$ cat src/rtl/bootmap_pkg.sv
package bootmap_pkg;

   // Fixed internal region hits for one decoded address.
   typedef struct packed {
      logic low;
      logic sram;
      logic boot;
      logic ext;
      logic periph;
   } int_rgn_t;

endpackage

$ cat src/rtl/bootmap_cfg_regs.sv
module bootmap_cfg_regs #(
   parameter int ADDR_W    = 32,
   parameter int N_CS      = 8,
   parameter int GRAN_BITS = 20,
   parameter int SZ_W      = 3,
   parameter int SZ_MAX    = 4,
   localparam int BASE_W   = ADDR_W - GRAN_BITS,
   localparam int IDX_W    = $clog2(N_CS + 1)
) (
   input  logic                          clk,
   input  logic                          rst_n,
   input  logic                          wr_en,
   input  logic [IDX_W-1:0]              idx,
   input  logic [ADDR_W-1:0]             wr_data,
   output logic [ADDR_W-1:0]             rd_data,
   output logic                          remap_o,
   output logic [N_CS-1:0][BASE_W-1:0]   base_o,
   output logic [N_CS-1:0][SZ_W-1:0]     code_o,
   output logic [N_CS-1:0]               en_o
);

   logic [SZ_W-1:0] code_cl;
   logic            unused_wbits;

   // Size codes beyond the largest window are folded onto it at write time.
   always_comb begin
      if (wr_data[SZ_W-1:0] > SZ_W'(SZ_MAX)) code_cl = SZ_W'(SZ_MAX);
      else                                   code_cl = wr_data[SZ_W-1:0];
   end

   assign unused_wbits = ^wr_data[GRAN_BITS-1:SZ_W+1];

   // Set-only flag: nothing but reset brings the boot mapping back.
   always_ff @(posedge clk or negedge rst_n) begin
      if (!rst_n)                                  remap_o <= 1'b0;
      else if (wr_en && idx == '0 && wr_data[0])   remap_o <= 1'b1;
   end

   for (genvar g = 0; g < N_CS; g++) begin : g_bank
      always_ff @(posedge clk or negedge rst_n) begin
         if (!rst_n) begin
            base_o[g] <= '0;
            code_o[g] <= '0;
            en_o[g]   <= 1'b0;
         end else if (wr_en && idx == IDX_W'(g + 1)) begin
            base_o[g] <= wr_data[ADDR_W-1:GRAN_BITS];
            code_o[g] <= code_cl;
            en_o[g]   <= wr_data[SZ_W];
         end
      end
   end

   always_comb begin
      rd_data = '0;
      if (idx == '0) begin
         rd_data[0] = remap_o;
      end else begin
         for (int k = 0; k < N_CS; k++) begin
            if (idx == IDX_W'(k + 1)) begin
               rd_data[ADDR_W-1:GRAN_BITS] = base_o[k];
               rd_data[SZ_W]               = en_o[k];
               rd_data[SZ_W-1:0]           = code_o[k];
            end
         end
      end
   end

endmodule

$ cat src/rtl/bootmap_bank_match.sv
module bootmap_bank_match #(
   parameter int BASE_W = 12,
   parameter int SZ_W   = 3
) (
   input  logic [BASE_W-1:0] addr_hi,
   input  logic [BASE_W-1:0] base,
   input  logic [SZ_W-1:0]   code,
   input  logic              en,
   output logic              hit
);

   logic [BASE_W-1:0] mask;

   // Bits below the window size are don't-care in the comparison.
   always_comb begin
      for (int i = 0; i < BASE_W; i++) mask[i] = (i >= int'(code));
   end

   assign hit = en && (((addr_hi ^ base) & mask) == '0);

endmodule

$ cat src/rtl/bootmap_decoder.sv
module bootmap_decoder
   import bootmap_pkg::*;
#(
   parameter int                 ADDR_W       = 32,
   parameter int                 N_CS         = 8,
   parameter int                 GRAN_BITS    = 20,
   parameter int                 SZ_W         = 3,
   parameter int                 SZ_MAX       = 4,
   parameter int                 INT_WIN_BITS = 20,
   parameter logic [ADDR_W-1:0]  SRAM_BASE    = 32'h0010_0000,
   parameter logic [ADDR_W-1:0]  BOOT_BASE    = 32'h0020_0000,
   parameter logic [ADDR_W-1:0]  EXT_LO       = 32'h0040_0000,
   parameter logic [ADDR_W-1:0]  EXT_HI       = 32'hFFC0_0000,
   parameter bit                 CS_LOW_WINS  = 1'b1,
   localparam int                BASE_W       = ADDR_W - GRAN_BITS,
   localparam int                IDX_W        = $clog2(N_CS + 1)
) (
   input  logic               clk,
   input  logic               rst_n,
   input  logic               acc_valid,
   input  logic               acc_fetch,
   input  logic [ADDR_W-1:0]  acc_addr,
   input  logic               reg_wr,
   input  logic [IDX_W-1:0]   reg_idx,
   input  logic [ADDR_W-1:0]  reg_wdata,
   output logic [ADDR_W-1:0]  reg_rdata,
   output logic               sel_boot,
   output logic               sel_sram,
   output logic               sel_periph,
   output logic [N_CS-1:0]    cs_o,
   output logic               abt_prefetch,
   output logic               abt_data
);

   localparam int INT_TAG_W = ADDR_W - INT_WIN_BITS;

   // Elaboration-time parameter checks
   if (N_CS < 2 || N_CS > 16) begin : g_bad_ncs
      $error("N_CS must lie in 2..16");
   end
   if (GRAN_BITS <= SZ_W || GRAN_BITS >= ADDR_W) begin : g_bad_gran
      $error("GRAN_BITS must exceed SZ_W and be below ADDR_W");
   end
   if (SZ_MAX >= BASE_W || SZ_MAX >= (1 << SZ_W)) begin : g_bad_szmax
      $error("SZ_MAX must fit the size field and the base field");
   end
   if (EXT_LO >= EXT_HI) begin : g_bad_ext
      $error("EXT_LO must be below EXT_HI");
   end
   if (INT_WIN_BITS < 1 || INT_WIN_BITS >= ADDR_W) begin : g_bad_win
      $error("INT_WIN_BITS out of range");
   end

   logic                         remap_q;
   logic [N_CS-1:0][BASE_W-1:0]  bank_base;
   logic [N_CS-1:0][SZ_W-1:0]    bank_code;
   logic [N_CS-1:0]              bank_en;
   logic [N_CS-1:0]              raw_hit;
   logic [N_CS-1:0]              cs_allow;
   logic [N_CS-1:0]              cs_grant;
   int_rgn_t                     rgn;
   logic                         nxt_boot;
   logic                         nxt_sram;
   logic                         nxt_undef;

   bootmap_cfg_regs #(
      .ADDR_W    (ADDR_W),
      .N_CS      (N_CS),
      .GRAN_BITS (GRAN_BITS),
      .SZ_W      (SZ_W),
      .SZ_MAX    (SZ_MAX)
   ) u_regs (
      .clk     (clk),
      .rst_n   (rst_n),
      .wr_en   (reg_wr),
      .idx     (reg_idx),
      .wr_data (reg_wdata),
      .rd_data (reg_rdata),
      .remap_o (remap_q),
      .base_o  (bank_base),
      .code_o  (bank_code),
      .en_o    (bank_en)
   );

   // Fixed internal windows and the external / peripheral split
   always_comb begin
      rgn        = '0;
      rgn.low    = (acc_addr[ADDR_W-1:INT_WIN_BITS] == '0);
      rgn.sram   = (acc_addr[ADDR_W-1:INT_WIN_BITS] == SRAM_BASE[ADDR_W-1:INT_WIN_BITS]);
      rgn.boot   = (acc_addr[ADDR_W-1:INT_WIN_BITS] == BOOT_BASE[ADDR_W-1:INT_WIN_BITS]);
      rgn.ext    = (acc_addr >= EXT_LO) && (acc_addr < EXT_HI);
      rgn.periph = (acc_addr >= EXT_HI);
   end

   for (genvar g = 0; g < N_CS; g++) begin : g_match
      bootmap_bank_match #(
         .BASE_W (BASE_W),
         .SZ_W   (SZ_W)
      ) u_match (
         .addr_hi (acc_addr[ADDR_W-1:GRAN_BITS]),
         .base    (bank_base[g]),
         .code    (bank_code[g]),
         .en      (bank_en[g]),
         .hit     (raw_hit[g])
      );
      // Bank 0 is reachable from reset; the rest wait for the remap command.
      if (g == 0) begin : g_boot_cs
         assign cs_allow[g] = raw_hit[g] && rgn.ext;
      end else begin : g_gated_cs
         assign cs_allow[g] = raw_hit[g] && rgn.ext && remap_q;
      end
   end

   if (CS_LOW_WINS) begin : g_pri_low
      assign cs_grant = cs_allow & (~cs_allow + 1'b1);
   end else begin : g_pri_high
      always_comb begin
         logic found;
         found    = 1'b0;
         cs_grant = '0;
         for (int k = N_CS - 1; k >= 0; k--) begin
            if (cs_allow[k] && !found) begin
               cs_grant[k] = 1'b1;
               found       = 1'b1;
            end
         end
      end
   end

   assign nxt_boot  = (rgn.low && !remap_q) || rgn.boot;
   assign nxt_sram  = (rgn.low &&  remap_q) || rgn.sram;
   assign nxt_undef = rgn.ext && (cs_allow == '0);

   always_ff @(posedge clk or negedge rst_n) begin
      if (!rst_n) begin
         sel_boot     <= 1'b0;
         sel_sram     <= 1'b0;
         sel_periph   <= 1'b0;
         cs_o         <= '0;
         abt_prefetch <= 1'b0;
         abt_data     <= 1'b0;
      end else begin
         sel_boot     <= acc_valid && nxt_boot;
         sel_sram     <= acc_valid && nxt_sram;
         sel_periph   <= acc_valid && rgn.periph;
         cs_o         <= acc_valid ? cs_grant : '0;
         abt_prefetch <= acc_valid && nxt_undef &&  acc_fetch;
         abt_data     <= acc_valid && nxt_undef && !acc_fetch;
      end
   end

endmodule

$ cat config.mk
export PLATFORM = sky130hd
export DESIGN_NAME = bootmap_decoder
export DESIGN_NICKNAME = d
export VERILOG_FILES = /design/src/rtl/bootmap_pkg.sv /design/src/rtl/bootmap_cfg_regs.sv /design/src/rtl/bootmap_bank_match.sv /design/src/rtl/bootmap_decoder.sv
export SDC_FILE = /design/constraint.sdc
export NUM_CORES = 1
export LEC_CHECK = 0
export ABC_CLOCK_PERIOD_IN_PS = 2000
export BUFFER_PORTS_ARGS = -buffer_cell sky130_fd_sc_hd__buf_2
export CORE_MARGIN = 1.5
export CORE_UTILIZATION = 55
export CTS_CLUSTER_SIZE = 20
export DETAILED_ROUTE_END_ITERATION = 8
export PLACE_DENSITY = 0.85
export SLEW_MARGIN = 40
export SYNTH_ARGS = -nofsm -noshare
export SYNTH_HDL_FRONTEND = slang
export SYNTH_SLANG_ARGS = --single-unit
$ cat constraint.sdc
create_clock -name clk -period 2 [get_ports clk]
set_input_delay 0.2 -clock clk [delete_from_list [all_inputs] [get_ports clk]]
set_output_delay 0.2 -clock clk [all_outputs]
set_load 0.1 [all_outputs]
==> results of run 1 <==
-- cell type report --
type,instances,area share [%]
multi-input combinational,529,42.0
sequential,142,35.9
timing repair buffer,152,13.3
clock buffer,18,4.42
tap,180,2.27
clock inverter,14,1.69
inverter,11,0.416
antenna,1,0.0252
-- power by group through the flow --
stage	Sequential (mW)	Combinational [mW]	Clock, mW
4_1_cts	4.09	2.82	3.27
2_1_floorplan	3.94	1.90	0
3_3_place_gp	4.09	2.71	0
5_1_grt	4.19	3.10	3.38
3_5_place_dp	4.13	2.77	0
6_report	4.13	2.94	3.27
-- sequential cells by signal (all words and copies together) (netlist names) --
| register | count |
|---|---|
| u_regs.base_o | 96 |
| u_regs.code_o | 24 |
| cs_o | 8 |
| u_regs.en_o | 8 |
| abt_data | 1 |
| abt_prefetch | 1 |
| sel_boot | 1 |
| sel_periph | 1 |
| sel_sram | 1 |
| u_regs.remap_o | 1 |
-- stage by stage --
| step | util [%] | instance area [um2] | hold slack [ps] | worst slack (ps) | setup TNS, ps |
|---|---|---|---|---|---|
| final | 71.5 | 9930 | 34.7 | -69.4 | -136 |
| after global routing | 71.5 | 9920 | 56.5 | -106 | -406 |
| after CTS | 70.3 | 9760 | 13.6 | -37.2 | -42.3 |
| after detailed placement | 65.7 | 9120 | 133 | -232 | -1190 |
| after global placement | 65.7 | 9120 | 129 | -134 | -663 |
| after floorplan | - | 7950 | -95.6 | -85.9 | -85.9 |
-- cell families after synthesis --
kind of cell              Yosys count  share of synthesized area, %
AOI/OAI and AO/OA                 153                          14.2
xor gates and xnor gates           96                          10.8
buffers and inverters              66                          4.47
DFF                               142                          45.5
muxes                              99                          14.3
other                               1                        0.0480
and+or+nand+nor                   165                          10.7
-- Yosys cell counts, types with 2 or more instances --
library cell,instances,area [um2]
clkbuf_1,25,93.8
nor2b_1,16,100
buf_4,19,143
nand4_1,10,62.6
o2111ai_2,3,45.0
inv_1,11,41.3
buf_1,2,7.51
mux2_2,98,1100
o2111ai_1,4,35.0
nor3_2,2,20.0
a21oi_1,8,40.0
a211oi_1,20,150
a41oi_1,3,26.3
xor2_1,8,70.1
nor2_1,18,67.6
a21o_1,16,120
nor4b_2,2,30.0
nand2b_1,3,18.8
dfrtp_1,142,3550
buf_6,3,33.8
o21a_1,3,22.5
o21ai_0,32,160
xnor2_1,88,771
a222oi_1,15,150
nand3_1,3,15.0
nor3_1,11,55.1
o2111a_1,2,22.5
nand2_1,83,312
nor4_1,4,25.0
o211ai_1,8,60.1
buf_2,6,30.0
a31oi_1,17,106
a22oi_1,16,120
or2_2,2,12.5
-- cell usage in the layout, fill, tap and decap left out, drive strengths merged, types with 2 or more instances in the layout --
master / n
a211oi: 20
a21o: 16
a21oi: 8
a222oi: 15
a22oi: 16
a31oi: 17
a41oi: 3
buf: 151
bufinv: 3
clkbuf: 18
clkinv: 4
clkinvlp: 6
conb: 16
dfrtp: 142
inv: 12
mux2: 98
nand2: 84
nand2b: 3
nand3: 3
nand4: 11
nor2: 18
nor2b: 16
nor3: 13
nor3b: 2
nor4: 6
nor4b: 2
o2111a: 2
o2111ai: 7
o211ai: 8
o21a: 3
o21ai: 32
or2: 2
or4: 2
xnor2: 88
xor2: 8
-- final timing paths --
kind	from	to	slack [ps]	cells after the start
setup / recovery	u_regs.base_o[3]	reg_rdata[23]	-70	4
hold / removal	acc_fetch	abt_prefetch	30	3
setup reg to reg	u_regs.base_o[88]	abt_data	60	8
hold reg to reg	u_regs.en_o[5]	u_regs.en_o[5]	510	2
max in group asynchronous	rst_n	u_regs.code_o[17]	930	3
min in group asynchronous	rst_n	u_regs.base_o[8]	270	2
-- repair_timing --
action                                  in CTS  in global routing
setup buffers                                1                  7
gates resized for setup                      4                 25
hold endpoints to repair                    36                  0
pin swaps                                    3                 12
endpoints found under the setup margin       4                 19
hold buffers                                 1                  0
-- tightest hold or removal path: stages --
cell	delay, ps
buf_2	110
nand2_1	70
nor4_2	50
-- routing by layer --
layer	vias to the layer above	track usage (%)	part of all wire (%)	wire length (um)
li1	2845	-	-	-
met1	3330	44.5	38	9580
met2	481	54.5	46	11600
met3	121	8.75	10	2530
met4	0	19.5	5.8	1450
met5	-	0	0	0
==> flow_metrics.tcl, run 1 <==
set metrics [dict create \
    run_status "complete, but fails checks" \
    violations "setup timing" \
    cts_tree "built" \
    num_vias 6777 \
    synth_area_per_cell_um2 10.8 \
    synthArstFlopShare_pct 100 \
    grt_pass1_wl_mm 38.0 \
    cts_max_level 4 \
    power_density_nw_per_um2 1040 \
    min_path_type "input pin to flip-flop" \
    clkTransAtPathRegs_ps 60 \
    die-area_um2 14900 \
    p_clk_share_pct 31.6 \
    vdd_drop_max_uv 736 \
    min_period_over_period_pct 103 \
    cts_buffer_depth 2 \
    setup_viol 3 \
    die-height_um 122 \
    antenna_found_initial 1 \
    final_layout_size_suffix_gt1_share_pct 38.3 \
    yosysWarnings 0 \
    wl_per_cell_um 24.1 \
    p_sw_share_pct 34.3 \
    cp_max_fo 3 \
    switchingPower_mw 3.55 \
    port_buffers 65 \
    slew_violations 0 \
    clkSinkCount 142 \
    crit_path_top_delay_cell "a222oi_1" \
    die_width_um 122 \
    ys_ff_latch 142 \
    n_fill_cell 949 \
    synth-seq-area-share_pct 45.5 \
    endpoint_kind "output port" \
    critPathKind "flip-flop to output port" \
    clk-insertion-delay-late_ps 430 \
    final_antenna_net_count 0 \
    rows 43 \
    hold_violations 0 \
    vias_per_cell 6.47 \
    core_area_um2 13900 \
    multi_input_area_um2 4170 \
    tightestPinTransition_ps 677 \
    fin_skew_ps 6.91 \
    gr-total-overflow 0 \
    start_util_pct 56.2 \
    grt_max_degree 64 \
    start_kind "flip-flop" \
    fin_cells 1047 \
    min_period_ps 2070 \
    hpwl_mm 17.8 \
    rsz0062_at_grt "yes" \
    cpPeakStageDelay_ps 440 \
    cpLargestDelayFamily "compound AO/OA/AOI/OAI gates" \
    area_growth_pct 27.2 \
    drcViolationCount 0 \
    ios 118 \
    num-nets-final 926 \
    grt_usage_pct 34.9 \
    ys.flop_type "dfrtp_1" \
    cp.arrival_ps 1870 \
    dp.cells 1005 \
    worstPathRequired_ps 1800 \
    syn_area_um2 7810 \
    grt_pass1_vias 6722 \
    ys_types 53 \
    dr.pass1.iters 6 \
    p_comb_share_pct 28.5 \
    path_buf_inv 1 \
    cp_cell_sequence "a222oi_1 > a31oi_1 > a21o_4 > buf_12" \
    maxCapViolCount 0 \
    worst_slack_ps -69.4 \
    regArea_um2 3560 \
    p_total_mw 10.3 \
    internal_power_mw 6.79 \
    slew_headroom_pct 54.5 \
    drtIter0Drc 889 \
    synth-edff-count 0 \
    cts_root_buf "clkbuf_16" \
    syn_inst 722 \
    finalWirelength_mm 25.2 \
    leakagePower_nw 4.30 \
    seq_power_share_pct 40.0 \
    finalWeightedCongestion 1.03 \
    numCtsBuffers 17 \
    fmax_mhz 483 \
]
Note: power is estimated with default switching activity, not from simulation.
==> run 2: changes to the inputs <==
- MAX_ROUTING_LAYER: default -> met4
==> run 2 against run 1 <==
  * Critical path type unchanged
  * Global-route usage grew 1.4 points
  * Routed wire length shrank 0.19%
  * Final cell count is 0.19% higher
  * Largest power group unchanged
  * Non-clock buffer count rose by 4
  * Sequential power is essentially flat
  * Flip-flop and latch count did not move
  * Count of clock-buffer cells in the layout unchanged
  * The flow still finishes with violations (setup timing)
  * Register-to-register slack is essentially flat
  * Largest cell class unchanged
  * Combinational power hardly changed
==> flow_metrics.tcl, run 2 (synthesis results as in run 1) <==
set metrics [dict create \
    cts_tree "built" \
    cpPeakStageDelay_ps 390 \
    min_period_ps 2030 \
    dp.cells 1006 \
    worstPathRequired_ps 1800 \
    start_kind "flip-flop" \
    final_layout_size_suffix_gt1_share_pct 38.8 \
    p_total_mw 10.5 \
    reg_top3 "u_regs.base_o (96), u_regs.code_o (24)" \
    grt_max_degree 51 \
    fin_skew_ps 10.4 \
    dp_slack_ps -216 \
    leakagePower_nw 4.32 \
    die_width_um 122 \
    critPathKind "flip-flop to output port" \
    die-height_um 122 \
    ios 118 \
    final_antenna_net_count 0 \
    cp.arrival_ps 1830 \
    largest_reg_flops 96 \
    n_fill_cell 961 \
    final_cell_mix "dfrtp_1, mux2_2, xnor2_1" \
    gr-total-overflow 0 \
    clkSinkCount 142 \
    place_area_um2 9140 \
    slew_violations 0 \
    hold_violations 0 \
    grt_pass1_wl_mm 38.4 \
    finalWirelength_mm 25.1 \
    cp_max_fo 2 \
    cts_root_buf "clkbuf_16" \
    maxCapViolCount 0 \
    clkTransAtPathRegs_ps 60 \
    worst_slack_ps -34.0 \
    min_path_type "input pin to flip-flop" \
    hpwl_mm 17.9 \
    cts_max_level 4 \
    drcViolationCount 0 \
    fin_cells 1049 \
    path_buf_inv 1 \
    grt_pass1_vias 6490 \
    cpLargestDelayFamily "compound AO/OA/AOI/OAI gates" \
    min_period_over_period_pct 102 \
    drtIter0Drc 786 \
    fin_area_um2 9980 \
    tightestPinTransition_ps 654 \
    setup_viol 1 \
    r2r_setup_slack_ps 70 \
    ff2ff_path_depth 7 \
    die-area_um2 14900 \
    rows 43 \
    power_density_nw_per_um2 1050 \
    antenna_found_initial 0 \
    numCtsBuffers 17 \
    post-route-util_pct 71.9 \
    cts_buffer_depth 2 \
    dr.pass1.iters 8 \
    num_vias 6720 \
    rr_endpoint "cs_o[5]" \
    crit_path_top_delay_cell "dfrtp_1" \
    num-nets-final 930 \
    fin_tns_setup_ps -34.0 \
    vias_per_cell 6.41 \
    endpoint_kind "output port" \
    start_util_pct 56.2 \
    finalWeightedCongestion 1.05 \
    area_growth_pct 27.9 \
    worstReg2RegStart "u_regs.base_o[57]" \
    cp-endpoint "reg_rdata[0]" \
    core_area_um2 13900 \
    cp_cell_sequence "o21a_1 > a21oi_1 > nor2_1 > a211oi_2 > a31oi_4 > buf_12" \
    wl_per_cell_um 24.0 \
    crit_start "u_regs.code_o[15]" \
    run_status "complete, but fails checks" \
    violations "setup timing" \
    timing.hold.ws_ps 26.6 \
    diodes 0 \
    fmax_mhz 492 \
    vdd_drop_max_uv 701 \
    crit_cells 6 \
    rsz0062_at_grt "yes" \
    port_buffers 65 \
    grt_usage_pct 36.3 \
    final_common_cell "dfrtp_1" \
    largest-register "u_regs.base_o" \
    slew_headroom_pct 56.2 \
    clk-insertion-delay-late_ps 430 \
]
## run 2: changes by cell type in the layout (fill, tap and decap cells not counted), moves of 2 or more
cell,previous run,this run
clkinv_2,3,1
buf_4,77,80
clkinv_4,1,4
clkinvlp_4,6,3
## run 2: cell type report
type                       instances  area, um2  area share [%]
inverter                          11       41.3           0.414
clock inverter                    13        191            1.92
multi-input combinational        529       4170            41.8
tap                              180        225            2.26
clock buffer                      18        429            4.30
timing repair buffer             156       1370            13.7
sequential                       142       3560            35.7
## run 2: how the worst min path moves through the flow
| stage | from | endpoint | slack (ps) | cells past startpoint |
|---|---|---|---|---|
| floorplan | rst_n | abt_data | -100 | 0 |
| global placement | rst_n | u_regs.base_o[94] | 160 | 1 |
| detailed placement | rst_n | u_regs.base_o[92] | 170 | 1 |
| CTS | acc_fetch | abt_prefetch | 10 | 3 |
| global route | acc_fetch | abt_prefetch | 30 | 3 |
| finish | acc_fetch | abt_prefetch | 30 | 3 |
## run 2: timing repair
item | CTS | global route
pin swaps | 2 | 13
buffers inserted | 1 | 10
hold buffers | 1 | 0
hold endpoints to repair | 45 | 0
resized for setup | 9 | 25
endpoints found under the setup margin | 4 | 21
## run 2: worst min-delay path, cell delays in order
cell and delay, ps:
buf_2 110, nand2_1 60, nor4_2 40
## run 2: layer usage
layer | GRT usage, % | routed length, um | part of all wire [%]
met1 | 47.3 | 10300 | 41
met3 | 8.71 | 2370 | 9.4
met5 | - | 0 | 0
met4 | 12.2 | 790 | 3.1
met2 | 55.9 | 11700 | 47
## run 2: power by group
group / internal [mW] / leakage (nW) / switching, mW
Combinational: 1.37 / 2.25 / 1.60
Sequential: 3.46 / 1.78 / 0.669
Clock: 2.09 / 0.293 / 1.29
==> run 3: changes to the inputs <==
- BUFFER_PORTS_ARGS: -buffer_cell sky130_fd_sc_hd__buf_2 -> default
- DONT_BUFFER_PORTS: default -> 1
- PLACE_DENSITY: 0.85 -> 0.78
==> run 3 against run 2 <==
  * The run ends with hold timing, setup timing left
  * Design area is 5.1% lower
  * Clock skew fell by 1.2 ps
  * Flip-flop and latch count unchanged
  * Sequential share of layout area increased by 1.9 points
  * Global-route usage is 0.060 points higher
  * Combinational power down 12%
  * Sequential power about the same
  * Routed wire length up 0.11%
  * Die area unchanged
  * Fmax is 0.75% lower
  * Critical path depth down 2
  * Worst hold slack worse by 560 ps
  * Largest cell class unchanged
  * Largest power group unchanged
==> flow_metrics.tcl, run 3 (synthesis results as in run 1) <==
set metrics [dict create \
    run_status "complete, but fails checks" \
    violations "hold timing, setup timing" \
    clkTransAtPathRegs_ps 70 \
    dr.pass1.iters 5 \
    finalWirelength_mm 25.2 \
    p_total_mw 10.1 \
    grt_pass1_vias 6314 \
    antenna_found_initial 0 \
    drcViolationCount 0 \
    diodes 0 \
    critPathKind "flip-flop to output port" \
    grt_pass1_wl_mm 38.1 \
    maxCapViolCount 0 \
    clkSinkCount 142 \
    hold_violations 142 \
    vdd_drop_max_uv 948 \
    hpwl_mm 17.1 \
    cp_max_fo 2 \
    timing.hold.ws_ps -538 \
    rows 43 \
    num-nets-final 863 \
    slew_headroom_pct 58.6 \
    tightestPinTransition_ps 619 \
    final_antenna_net_count 0 \
    fmax_mhz 488 \
    finalWeightedCongestion 1.04 \
    power_density_nw_per_um2 1060 \
    die-height_um 122 \
    reg_top3 "u_regs.base_o (96), u_regs.code_o (24)" \
    gr-total-overflow 0 \
    start_util_pct 56.2 \
    cts_buffer_depth 2 \
    cp.arrival_ps 1850 \
    endpoint_kind "output port" \
    rsz0062_at_grt "yes" \
    multi_input_area_um2 4160 \
    die-area_um2 14900 \
    min_period_ps 2050 \
    final_layout_size_suffix_gt1_share_pct 29.3 \
    drtIter0Drc 681 \
    num_vias 6323 \
    regArea_um2 3560 \
    wl_per_cell_um 25.6 \
    largest-register "u_regs.base_o" \
    final_cell_mix "dfrtp_1, mux2_2, nand2_1" \
    dp_slack_ps -60.5 \
    largest_reg_flops 96 \
    vias_per_cell 6.43 \
    post-route-util_pct 68.2 \
    ios 118 \
    cts_tree "built" \
    worst_slack_ps -49.4 \
    leakagePower_nw 3.98 \
    start_kind "flip-flop" \
    n_fill_cell 1026 \
    setup_viol 1 \
    final_common_cell "dfrtp_1" \
    slew_violations 0 \
    grt_max_degree 143 \
    cts_root_buf "clkbuf_16" \
    numCtsBuffers 17 \
    ctsHoldBuffers 24 \
    grt_usage_pct 36.4 \
    fin_skew_ps 9.19 \
    clk-insertion-delay-late_ps 430 \
    port_buffers 0 \
    die_width_um 122 \
    area_growth_pct 21.3 \
    cts_max_level 4 \
    worstPathRequired_ps 1800 \
    min_period_over_period_pct 102 \
    min_path_type "input pin to async pin" \
    core_area_um2 13900 \
]
run 3: cell types whose count changed in the layout (fill, tap and decap cells not counted), sizes merged:
cell         before  now
dlygate4sd3       1   24
clkbuf           18   17
inv              12   17
buf             155   65
clkinv            5    4
clkinvlp          3    2
bufinv            4    3
run 3: per-stage QoR:
step           TNS [ps]  area (um2)  instances  hold slack [ps]
2_1_floorplan     -85.9        7950        737            -95.6
3_3_place_gp      -29.4        8480        922            -90.5
3_5_place_dp       -185        8480        922            -87.8
4_1_cts               0        9350        979             -542
5_1_grt           -81.8        9470        983             -550
6_report          -49.4        9470        983             -538
run 3: worst paths after layout:
path	start	end	slack, ps	cells after the start
worst max-delay path	u_regs.base_o[9]	reg_rdata[29]	-50	4
min in group clk	reg_wr	u_regs.code_o[21]	10	2
max in group asynchronous	rst_n	u_regs.base_o[0]	2220	0
worst max register to register	u_regs.base_o[40]	cs_o[6]	70	7
worst min-delay path	rst_n	u_regs.base_o[83]	-540	0
worst min register to register	u_regs.en_o[5]	u_regs.en_o[5]	530	2
run 3: layout make-up:
class | instances | area share, %
multi-input cells | 529 | 43.9
flip-flops and latches | 142 | 37.6
repair buffers | 89 | 9.27
clock buffers | 17 | 4.49
well taps | 180 | 2.38
clock inverters | 15 | 1.94
inverters | 11 | 0.436
run 3: layer usage:
layer  global-route usage, %  wire (um)  vias up
li1                        -          -     2714
met1                    48.0      10500     3179
met2                    54.7      11400      369
met3                    8.43       2490       61
met4                    14.0        839        0
met5                       -          0        -
run 3: report_power, final:
group / total (mW) / internal (mW) / switching [mW]
clock: 3.32 / 1.98 / 1.34
combinational: 2.62 / 1.18 / 1.44
sequential: 4.11 / 3.45 / 0.659
run 3: what timing repair did:
item | 4_1_cts | 5_1_grt
pin swaps | 3 | 12
gates resized for setup | 4 | 15
buffers inserted | 1 | 4
hold endpoints to repair | 268 | 142
setup endpoints to repair | 2 | 8
run 3: critical path, stage by stage (launching register included):
cell and delay (ps):
dfrtp_1 400, a222oi_1 450, a31oi_1 180, a21o_1 220
buf_12 170
